## src/rtl/disp_pwr_seq.sv

```systemverilog
module disp_pwr_seq #(
  parameter int IDLE_W = 16,
  parameter int DIV_W  = 4
) (
  input  logic              clk,
  input  logic              rst_n,
  input  logic              strap_park_low,
  input  logic              mode_wr,
  input  logic [1:0]        mode_sel,
  input  logic [DIV_W-1:0]  div_ratio,
  input  logic [IDLE_W-1:0] idle_limit,
  input  logic              mem_req,
  input  logic              mem_wr,
  input  logic              io_req,
  input  logic              io_wr,
  input  logic              io_lut,
  output logic              mem_grant,
  output logic              io_grant,
  output logic              cpu_wait,
  output logic              pwr_down,
  output logic [DIV_W-1:0]  clk_div,
  output logic              seq_halt,
  output logic              blk_shutdown,
  output logic              vid_mem_en,
  output logic              lcd_pwr_n,
  output logic              lcd_oe,
  output logic              lcd_low
);
  localparam logic [1:0] M_NORM = 2'd0, M_WDOZE = 2'd1, M_ADOZE = 2'd2, M_SUSP = 2'd3;
  localparam logic [DIV_W-1:0] DIV_ONE = DIV_W'(1), DIV_LO = DIV_W'(2), DIV_HI = DIV_W'(8);

  logic [1:0]        mode_q;
  logic              dn_q;
  logic [IDLE_W-1:0] cnt_q;
  logic              park_q;

  wire in_w = (mode_q == M_WDOZE);
  wire in_a = (mode_q == M_ADOZE);
  wire in_s = (mode_q == M_SUSP);
  wire any_wr = (mem_req & mem_wr) | (io_req & io_wr);

  wire mem_stall = mem_req & dn_q & ((in_a) | (in_w & mem_wr));
  wire io_stall  = io_req & io_wr & dn_q & in_w;

  always_ff @(posedge clk) begin
    if (!rst_n) park_q <= strap_park_low;
  end

  always_ff @(posedge clk) begin
    if (!rst_n) begin
      mode_q <= M_NORM;
      dn_q   <= 1'b0;
      cnt_q  <= '0;
    end else if (mode_wr) begin
      mode_q <= mode_sel;
      dn_q   <= 1'b0;
      cnt_q  <= idle_limit;
    end else begin
      case (mode_q)
        M_WDOZE: begin
          if (any_wr) begin
            dn_q  <= 1'b0;
            cnt_q <= idle_limit;
          end else if (!dn_q) begin
            if (cnt_q == '0) dn_q <= 1'b1;
            else cnt_q <= cnt_q - 1'b1;
          end
        end
        M_ADOZE: begin
          if (dn_q) begin
            if (mem_req) dn_q <= 1'b0;
          end else begin
            dn_q <= 1'b1;
          end
        end
        default: dn_q <= 1'b0;
      endcase
    end
  end

  logic [DIV_W-1:0] ratio_c;
  always_comb begin
    if (div_ratio < DIV_LO)      ratio_c = DIV_LO;
    else if (div_ratio > DIV_HI) ratio_c = DIV_HI;
    else                         ratio_c = div_ratio;
  end

  assign cpu_wait     = mem_stall | io_stall;
  assign mem_grant    = mem_req & ~mem_stall & ~in_s;
  assign io_grant     = io_req & ~io_stall & ~(in_s & io_lut);
  assign pwr_down     = dn_q | in_s;
  assign clk_div      = (in_a & dn_q) ? ratio_c : DIV_ONE;
  assign seq_halt     = in_s;
  assign blk_shutdown = in_s | (in_w & dn_q);
  assign vid_mem_en   = ~in_s;
  assign lcd_pwr_n    = in_s;
  assign lcd_oe       = ~in_s | park_q;
  assign lcd_low      = in_s & park_q;
endmodule


```

## config.mk

```make
export PLATFORM = sky130hd
export DESIGN_NAME = disp_pwr_seq
export DESIGN_NICKNAME = d
export VERILOG_FILES = /design/src/rtl/disp_pwr_seq.sv
export SDC_FILE = /design/constraint.sdc
export NUM_CORES = 1
export LEC_CHECK = 0
export BUFFER_PORTS_ARGS = -buffer_cell sky130_fd_sc_hd__buf_2
export CAP_MARGIN = 10
export CORE_MARGIN = 8
export CORE_UTILIZATION = 54
export DETAILED_ROUTE_END_ITERATION = 8
export GPL_ROUTABILITY_DRIVEN = 0
export HOLD_SLACK_MARGIN = 0.1
export PLACE_DENSITY = 0.92
export RECOVER_POWER = 100
export SKIP_LAST_GASP = 1
export SYNTH_ARGS = -nofsm -noshare
export SYNTH_HDL_FRONTEND = slang
export SYNTH_SLANG_ARGS = --single-unit
export TNS_END_PERCENT = 30
```

## constraint.sdc

```tcl
create_clock -name clk -period 4.3 [get_ports clk]
set_clock_uncertainty 0.05 [all_clocks]
set_input_delay 0.215 -clock clk [delete_from_list [all_inputs] [get_ports clk]]
set_output_delay 0.215 -clock clk [all_outputs]
set_load 0.005 [all_outputs]
```

==> results by group, run 1 <==
CTS
  • Clock root cell: clkbuf_4
  • CTS tree: built
  • Num CTS Buffers: 3
  • H-tree levels: 1
  • CTS max path bufs: 2
  • CTS hold repair buffers: 3
  • Reg clk slew, reported paths: 0.13 ns
  • CTS Sinks: 20
  • Clk_lat worst skew: 0.32 ns
  • Setup bufs post-CTS: 0
  • Post-CTS Resized: 0

Die
  • Die Footprint: 0.00450 mm2
  • Starting Density: between 50 and 60%
  • Core area: 0.00248 mm2
  • Die height: between 60 and 70 um
  • Row count: 18
  • Die width: between 60 and 70 um
  • Ports: between 40 and 50

Run
  • Max-cap violation count: 0

Timing
  • Setup violators final: 0
  • Max Clk Rate: 0.311 GHz
  • Total negative slack: 0 ns
  • Worst-Margin Slew: 1.09 ns
  • RSZ-0062 raised after global routing: false
  • Slew headroom: 27.0%
  • Number of hold violations in the final report: 0
  • Pins over their slew limit: 0
  • Minimum clock period after layout: around 3.2 ns
  • Period utilization: between 70% and 80%

Worst setup path
  • Crit Path Category: reg2reg
  • CP required: roughly 4.5 ns
  • Worst setup EP type: register
  • Arrival time at the worst endpoint: approximately 3.4 ns
  • RR Startpoint: cnt_q[1]$_SDFFE_PN0P_
  • Critical Path Source Type: register
  • Worst-path fanout max: 31
  • CP Launch Point: cnt_q[1]$_SDFFE_PN0P_

Worst hold path
  • HP Start: mem_req
  • Path category of the worst min-delay check: in2reg

Synth
  • Area contributors post-synth: dfxtp_1 (27%), a21oi_1 (7.5%), nand2_1 (7.2%), nor2_1 (4.8%), ha_1 (3.6%)
  • Synth Instances: 192
  • Synth async-reset ratio: 0%
  • Yosys top cell by area: dfxtp_1
  • EDFF count, synth: 1
  • Mean Syn Cell Area: roughly 7.3 um2
  • Warnings from Yosys: 0
  • Synth Register Bits: 20
  • Yosys cell types: 45
  • Prevailing post-synth register cell: dfxtp_1
  • Area of the mapped netlist: 0.00141 mm2
  • Most frequent cell after synthesis: nand2_1
  • Seq/Total Area, Yosys: between 20 and 30%
  • Top post-synthesis cells by count: nand2_1 (27), a21oi_1 (21), dfxtp_1 (19)
  • Area share of the largest cell type after synthesis: 27.0%
  • Net Count, Synth: around 230

Finish
  • P&R area growth vs syn: 16.7%
  • Fraction of layout cells with a size suffix above 1: between 10% and 20%
  • ANT cells: 0
  • Fin nets: 265
  • Fillers: roughly 240

Detailed routing
  • Drc violations: 0
  • Final wirelength: between 3 and 4 mm
  • Antenna-violating nets left: 0
  • Via count of the routed design: 1570
  • Vias per Instance: about 6.1
  • Wire per inst: 15.0 um
  • Drt first pass iters: 4
  • First DRT Iteration DRCs: 125

GRT
  • Initial antenna violation count: 0
  • Vias in the first global route: 1428
  • Largest net degree at the start of global routing: 34
  • Grt ovf: 0
  • Total GRT Usage: 17.2%
  • First-pass GRT wire length: 6.24 mm

Placement
  • Buffers added on ports: 44
  • Hpwl dp: 2.71 mm

Status
  • Status: complete, no violations

Pwr
  • Worst vdd ir: roughly 210 uV
  • Final Power: 0.502 mW
  • LEAKAGE: 0.695 nW
  • Power per cell area: just over 300 mW/mm2
## power breakdown
group          switching (mW)  internal, mW
clock                  0.0642        0.0711
combinational          0.0877        0.0597
sequential             0.0166         0.203
total                   0.169         0.334
## final timing paths
path / to / slack [ns] / cells after the start
max: cnt_q[3]$_SDFFE_PN0P_ / 1.09 / 7
min: dn_q$_SDFF_PP0_ / 0.13 / 2
max reg2reg: cnt_q[3]$_SDFFE_PN0P_ / 1.09 / 7
min reg2reg: cnt_q[13]$_SDFFE_PN0P_ / 0.44 / 2
## worst max-delay path, stage by stage (launching register included)
cell	delay (ns)
dfxtp_1	0.35
inv_1	0.10
ha_1	0.19
or3b_1	0.47
or4_1	0.66
o21ai_2	0.90
o21ai_0	0.23
a21oi_1	0.19
## sequential cells by signal (all words and copies together) (netlist names)
register and flops:
cnt_q 16, dn_q 1, mode_q 2, park_q 1
## layout make-up
| cell class | instances | area, um2 | share of cell area (%) |
|---|---|---|---|
| flip-flops and latches | 20 | 410 | 25.0 |
| clock buffers | 4 | 47.5 | 2.89 |
| inverters | 10 | 37.5 | 2.28 |
| repair buffers | 48 | 249 | 15.1 |
| well taps | 30 | 37.5 | 2.28 |
| multi-input cells | 147 | 862 | 52.4 |
## routing by layer
metal | GRT usage (%) | share of wire [%] | vias to the layer above | routed length (um)
li1 | - | - | 773 | -
met1 | 21.2 | 42 | 715 | 1630
met2 | 27.7 | 48 | 71 | 1880
met3 | 2.68 | 7.0 | 11 | 272
met4 | 9.40 | 2.5 | 0 | 97
met5 | 0 | 0 | - | 0
## placed cells by master, fill, tap and decap left out, drive strengths merged, types with 5 or more instances in the layout
master  netlist  final
buf           7     37
nand2        27     27
a21oi        21     21
dfxtp        19     19
nor2         18     18
clkbuf        8     12
o21ai        10     10
inv           9      9
nor3          6      6
a21o          6      6
o31ai         5      5
## logic make-up (layout without fill, tap and decap cells)
group	Yosys count	in the layout	synth area share, %
AND/OR/NAND/NOR	73	73	24.4
adder cells (fa/ha/maj)	4	4	3.55
buffers and inverters	25	62	8.52
AO/OA/AOI/OAI	68	68	32.9
multiplexers	2	2	1.42
flip-flops	20	20	29.1
## per-stage QoR
stage	utilization, %	hold WS, ns	cells	area (um2)	worst slack, ns
6_report	66.4	0.131	259	1640	1.09
5_1_grt	66.4	0.151	259	1640	0.808
4_1_cts	67.4	0.119	259	1670	1.47
3_5_place_dp	64.2	0.354	252	1590	1.54
3_3_place_gp	64.2	0.342	252	1590	1.62
2_1_floorplan	-	0.264	192	1410	2.02
Note: power is estimated with default switching activity, not from simulation.
==> run 2, diff against run 1 <==
Settings changed: CORE_UTILIZATION 54 to 50, PLACE_DENSITY 0.92 to 0.87.
Clock period 4.3 ns to 3.3 ns, I/O delays scaled along.
==> run 2 against run 1 <==
  * Worst setup slack worse by 0.63 ns
  * Core utilization is 4.9 points lower
  * Register-to-register slack worse by 0.63 ns
  * Non-clock buffer count is 2 higher
  * Worst hold slack worse by 0.037 ns
  * Count of clock-buffer cells in the layout stayed put
  * Wire length is 1.4% lower
  * Combinational power is 33% higher
  * Clock power is 33% higher
  * Flip-flop and latch count stayed put
  * Sequential power is 29% higher
==> results by group, run 2 (same netlist as run 1, synthesis figures left out) <==
Detailed routing
  • Via count of the routed design: 1563 (-0.45%)
  • Drt first pass iters: 4 (unchanged)
  • Final wirelength: 3.83 mm (-1.4%)
  • First DRT Iteration DRCs: 128 (+2.4%)
  • Antenna-violating nets left: 0 (unchanged)
  • Drc violations: 0 (unchanged)
  • Wire per inst: 14.6 um (-2.5%)
  • Vias per Instance: 5.97 (-1.6%)

Die
  • Core area: 0.00271 mm2 (+9.4%)
  • Ports: 45 (unchanged)
  • Row count: 19 (+1)
  • Starting Density: 52.0% (-4.9 points)
  • Die width: 69.1 um (+3.0%)
  • Die Footprint: 0.00477 mm2 (+6.1%)
  • Die height: 69.1 um (+3.0%)

CTS
  • Clk_lat worst skew: 0.33 ns (about the same)
  • CTS Sinks: 20 (unchanged)
  • CTS tree: built
  • Setup bufs post-CTS: 0 (unchanged)
  • H-tree levels: 1 (unchanged)
  • Clock root cell: clkbuf_4
  • Num CTS Buffers: 3 (unchanged)
  • Reg clk slew, reported paths: 0.13 ns (about the same)
  • CTS max path bufs: 2 (unchanged)

Finish
  • Core Util, Final: 61.5% (-4.9 points)
  • Fin nets: 267 (+0.75%)
  • P&R area growth vs syn: 18.3%
  • Fraction of layout cells with a size suffix above 1: 18.2% (-1.0 points)
  • Largest register by flop count: cnt_q
  • Largest regs: cnt_q: 16 flops, mode_q: 2 flops
  • Post-layout instance area: 0.00167 mm2 (+1.4%)
  • Most frequent cells in the layout: buf_2 (34), nand2_1 (27), a21oi_1 (21)
  • Fillers: 263 (+11%)
  • Commonest non-fill, non-tap cell in the layout: buf_2
  • ANT cells: 0 (unchanged)
  • Max reg flops: 16 (unchanged)

Worst setup path
  • Worst reg2reg setup slack: 0.46 ns (-0.63 ns)
  • Arrival time at the worst endpoint: 3.05 ns (-0.34 ns)
  • CP Launch Point: cnt_q[1]$_SDFFE_PN0P_
  • CP required: 3.51 ns (-0.97 ns)
  • RR Startpoint: cnt_q[1]$_SDFFE_PN0P_
  • Worst-path fanout max: 18 (-42%)
  • Worst setup EP type: register
  • Crit Path Category: reg2reg
  • Critical Path Source Type: register

Timing
  • RSZ-0062 raised after global routing: false
  • Worst setup margin: 0.457 ns (-0.631 ns)
  • Period utilization: 86.2% (+11 points)
  • Pins over their slew limit: 0 (unchanged)
  • Total negative slack: 0 ns (unchanged)
  • Slew headroom: 25.8% (-1.2 points)
  • Number of hold violations in the final report: 0 (unchanged)
  • Minimum clock period after layout: 2.84 ns (-0.369 ns)
  • WHS: 0.0942 ns (-0.0370 ns)
  • Setup violators final: 0 (unchanged)
  • Worst-Margin Slew: 1.11 ns (+0.0182 ns)
  • Max Clk Rate: 0.352 GHz (+13%)

Run
  • Max-cap violation count: 0 (unchanged)

GRT
  • First-pass GRT wire length: 6.42 mm (+2.9%)
  • Vias in the first global route: 1456 (+2.0%)
  • Initial antenna violation count: 0 (unchanged)
  • Largest net degree at the start of global routing: 34 (unchanged)
  • Total GRT Usage: 15.2% (-1.9 points)
  • Grt ovf: 0 (unchanged)

Placement
  • Buffers added on ports: 44 (unchanged)
  • Hpwl dp: 2.76 mm (+1.8%)
  • Dpl cell area: 0.00160 mm2 (+0.55%)
  • Worst slack at placement: 0.558 ns (-0.983 ns)

Pwr
  • Worst vdd ir: 305 uV (+47%)
  • Power per cell area: 395 mW/mm2 (+29%)
  • LEAKAGE: 0.693 nW (-0.36%)

Status
  • Status: complete, no violations

Worst hold path
  • HP Start: idle_limit[5]
  • Path category of the worst min-delay check: in2reg
run 2: cell count changes in the layout (fill, tap and decap cells not counted):
cell and delta:
clkbuf_1 +3, buf_2 -2, and2_0 -1, and2_1 +1, buf_4 +1, clkbuf_2 -1, dlygate4sd3_1 +1, o21ai_2 -1
o21ai_4 +1
run 2: routing by layer:
metal	wire, um	vias to the layer above	global-route usage (%)
met2	1750	67	24.3
met4	132	0	9.34
met1	1710	706	18.3
li1	-	774	-
met3	234	16	2.86
met5	0	-	0
run 2: layout make-up:
type	count	area, um2	share of cell area, %
flip-flops and latches	20	410	24.6
multi-input cells	147	870	52.2
repair buffers	50	263	15.8
inverters	10	37.5	2.25
clock buffers	4	47.5	2.85
well taps	31	38.8	2.33
run 2: worst paths after layout:
kind | end | cells after the start
max reg2reg | cnt_q[13]$_SDFFE_PN0P_ | 8
min reg2reg | cnt_q[6]$_SDFFE_PN0P_ | 2
max | cnt_q[13]$_SDFFE_PN0P_ | 8
min | cnt_q[5]$_SDFFE_PN0P_ | 3
run 2: timing repair:
item / CTS / global route
gates resized for setup: 0 / 0
hold buffers: 4 / 0
hold endpoints to repair: 4 / 0
run 2: power by group:
part | switching [mW] | internal (mW) | leakage (nW) | total (mW)
clock network | 0.0859 | 0.0928 | 0.0261 | 0.179
logic | 0.115 | 0.0800 | 0.500 | 0.195
registers | 0.0200 | 0.264 | 0.166 | 0.284
run 2: worst max-delay path, stage by stage (launching register included):
cell	delay, ns
dfxtp_1	0.33
inv_1	0.09
ha_1	0.20
or3b_1	0.46
or4_1	0.68
o21ai_4	0.44
buf_4	0.28
o21ai_0	0.11
a21oi_1	0.14
run 2: per-stage QoR:
stage,cells,power [mW]
after floorplan,192,0.435
after global placement,254,0.478
after detailed placement,254,0.483
after CTS,262,0.660
after global routing,262,0.697
final,262,0.658
==> run 3, diff against run 2 <==
--- a/constraint.sdc
+++ b/constraint.sdc
@@ -4,2 +4,2 @@
 set_output_delay 0.165 -clock clk [all_outputs]
-set_load 0.005 [all_outputs]
+set_load 0.01 [all_outputs]
==> run 3 against run 2 <==
  * Global-route usage did not move
  * Sequential power barely moved
  * Via count fell by 1.2%
  * Power rose by 0.19%
  * Non-clock buffer count did not move
  * Cell count did not move
==> results by group, run 3 (same netlist as run 1, synthesis figures left out) <==
Detailed routing
  • Via count of the routed design: 1545 (-1.2%)
  • Top Layer Used: met4
  • Wire per inst: 14.6 um (-0.10%)
  • Vias per Instance: 5.90 (-1.2%)
  • First DRT Iteration DRCs: 127 (-0.78%)
  • WL met1: 1.70 mm (-0.64%)
  • Drt first pass iters: 4 (unchanged)
  • Met3 routed WL: 241 um (+3.0%)
  • Antenna-violating nets left: 0 (unchanged)
  • Met2 wire len: 1.77 mm (+1.2%)
  • Final wirelength: 3.82 mm (-0.10%)
  • Drc violations: 0 (unchanged)

CTS
  • Clock root cell: clkbuf_4
  • Setup bufs post-CTS: 0 (unchanged)
  • CTS max path bufs: 2 (unchanged)
  • Post-CTS Resized: 0 (unchanged)
  • CTS Sinks: 20 (unchanged)
  • Clk_lat worst skew: 0.33 ns (about the same)
  • CTS tree: built
  • H-tree levels: 1 (unchanged)
  • Reg clk slew, reported paths: 0.13 ns (about the same)
  • Num CTS Buffers: 3 (unchanged)
  • CTS hold repair buffers: 4 (unchanged)

Worst setup path
  • Worst reg2reg setup slack: 0.46 ns (about the same)
  • Arrival time at the worst endpoint: 3.05 ns (about the same)
  • Worst-path fanout max: 18 (unchanged)
  • CP required: 3.51 ns (about the same)
  • Critical-path cell list: inv_1 -> ha_1 -> or3b_1 -> or4_1 -> o21ai_4 -> buf_4 -> o21ai_0 -> a21oi_1
  • Crit path max-delay family: simple AND/OR/NAND/NOR gates
  • Critical Path Max Stage Delay: 0.68 ns (about the same)
  • RR Startpoint: cnt_q[1]$_SDFFE_PN0P_
  • Slowest-stage cell, CP: or4_1
  • Buf/Inv on CP: 2 (unchanged)
  • Crit Path Category: reg2reg
  • Critical Path Source Type: register
  • Worst R2R End: cnt_q[13]$_SDFFE_PN0P_
  • Worst setup EP type: register
  • Cell count of the worst reg-to-reg path: 8 (unchanged)

Timing
  • Slew headroom: 26.2% (+0.40 points)
  • RSZ-0062 raised after global routing: false
  • Period utilization: 86.1% (-0.091 points)
  • Worst setup margin: 0.460 ns (+0.00299 ns)
  • Max Clk Rate: 0.352 GHz (+0.11%)
  • WHS: 0.0930 ns (-0.00115 ns)
  • Worst-Margin Slew: 1.11 ns (-0.00599 ns)
  • Setup violators final: 0 (unchanged)
  • Total negative slack: 0 ns (unchanged)
  • Pins over their slew limit: 0 (unchanged)
  • Minimum clock period after layout: 2.84 ns (-0.00299 ns)
  • Number of hold violations in the final report: 0 (unchanged)

Finish
  • Post-layout instance area: 0.00166 mm2 (-0.38%)
  • Most frequent cells in the layout: buf_2 (29), nand2_1 (27), a21oi_1 (21)
  • Largest register by flop count: cnt_q
  • Fraction of layout cells with a size suffix above 1: 16.0% (-2.2 points)
  • Fin nets: 267 (unchanged)
  • Commonest non-fill, non-tap cell in the layout: buf_2
  • P&R area growth vs syn: 17.9%
  • Fillers: 264 (+0.38%)
  • Max reg flops: 16 (unchanged)
  • ANT cells: 0 (unchanged)
  • Largest regs: cnt_q: 16 flops, mode_q: 2 flops

Die
  • Core area: 0.00271 mm2 (unchanged)
  • Starting Density: 52.0% (unchanged)
  • Die width: 69.1 um (unchanged)
  • Die height: 69.1 um (unchanged)
  • Die Footprint: 0.00477 mm2 (unchanged)
  • Row count: 19 (unchanged)
  • Ports: 45 (unchanged)

Pwr
  • LEAKAGE: 0.677 nW (-2.2%)
  • Final Power: 0.660 mW (+0.19%)
  • Power per cell area: 397 mW/mm2 (+0.57%)
  • Worst vdd ir: 305 uV (+0.12%)

GRT
  • Vias in the first global route: 1456 (unchanged)
  • Largest net degree at the start of global routing: 34 (unchanged)
  • First-pass GRT wire length: 6.42 mm (unchanged)
  • Initial antenna violation count: 0 (unchanged)
  • Grt ovf: 0 (unchanged)
  • Total GRT Usage: 15.2% (unchanged)

Placement
  • Worst slack at placement: 0.558 ns (unchanged)
  • Dpl cell area: 0.00160 mm2 (unchanged)
  • Hpwl dp: 2.76 mm (unchanged)
  • Buffers added on ports: 44 (unchanged)

Worst hold path
  • Hold EP: cnt_q[5]$_SDFFE_PN0P_
  • Hold depth: 3 (unchanged)
  • Path category of the worst min-delay check: in2reg
  • HP Start: idle_limit[5]

Run
  • Max-cap violation count: 0 (unchanged)

Status
  • Status: complete, no violations
-- run 3: final cells by class --
cell class                 count  area [um2]  area share, %
clock buffer                   4        47.5           2.86
timing repair buffer          50         256           15.4
tap                           31        38.8           2.34
inverter                      10        37.5           2.26
sequential                    20         410           24.7
multi-input combinational    147         870           52.4
-- run 3: how the worst max path moves through the flow --
stage	slack, ns	startpoint	end	cells past startpoint
5_1_grt	0.26	cnt_q[1]$_SDFFE_PN0P_	cnt_q[6]$_SDFFE_PN0P_	8
2_1_floorplan	1.02	cnt_q[0]$_SDFFE_PN0P_	cnt_q[1]$_SDFFE_PN0P_	9
3_3_place_gp	0.66	cnt_q[0]$_SDFFE_PN0P_	cnt_q[13]$_SDFFE_PN0P_	8
6_report	0.46	cnt_q[1]$_SDFFE_PN0P_	cnt_q[13]$_SDFFE_PN0P_	8
3_5_place_dp	0.56	cnt_q[1]$_SDFFE_PN0P_	cnt_q[13]$_SDFFE_PN0P_	8
4_1_cts	0.51	cnt_q[1]$_SDFFE_PN0P_	cnt_q[13]$_SDFFE_PN0P_	8
-- run 3: power by group --
group	internal (mW)	total [mW]	switching, mW
sequential	0.264	0.284	0.0199
clock	0.0928	0.179	0.0863
combinational	0.0798	0.196	0.117
-- run 3: metrics by stage --
step                std cells  utilization, %
finish                    262            61.3
detailed placement        254            59.0
CTS                       262            62.3
global route              262            61.3
floorplan                 192               -
global placement          254            59.0
-- run 3: metal layers --
layer  global-route usage (%)  up-vias
li1                         -      775
met2                     24.3       65
met3                     2.86       10
met1                     18.3      695
met4                     9.34        0
met5                        0        -
-- run 3: worst reg2reg max path, delay by kind of cell, from the launching register on --
kind,cells,cell delay (ns)
AND/OR/NAND/NOR,2,1.14
adder cells (fa/ha/maj),1,0.20
AO/OA/AOI/OAI,3,0.69
buffers and inverters,2,0.37
flip-flops,1,0.33
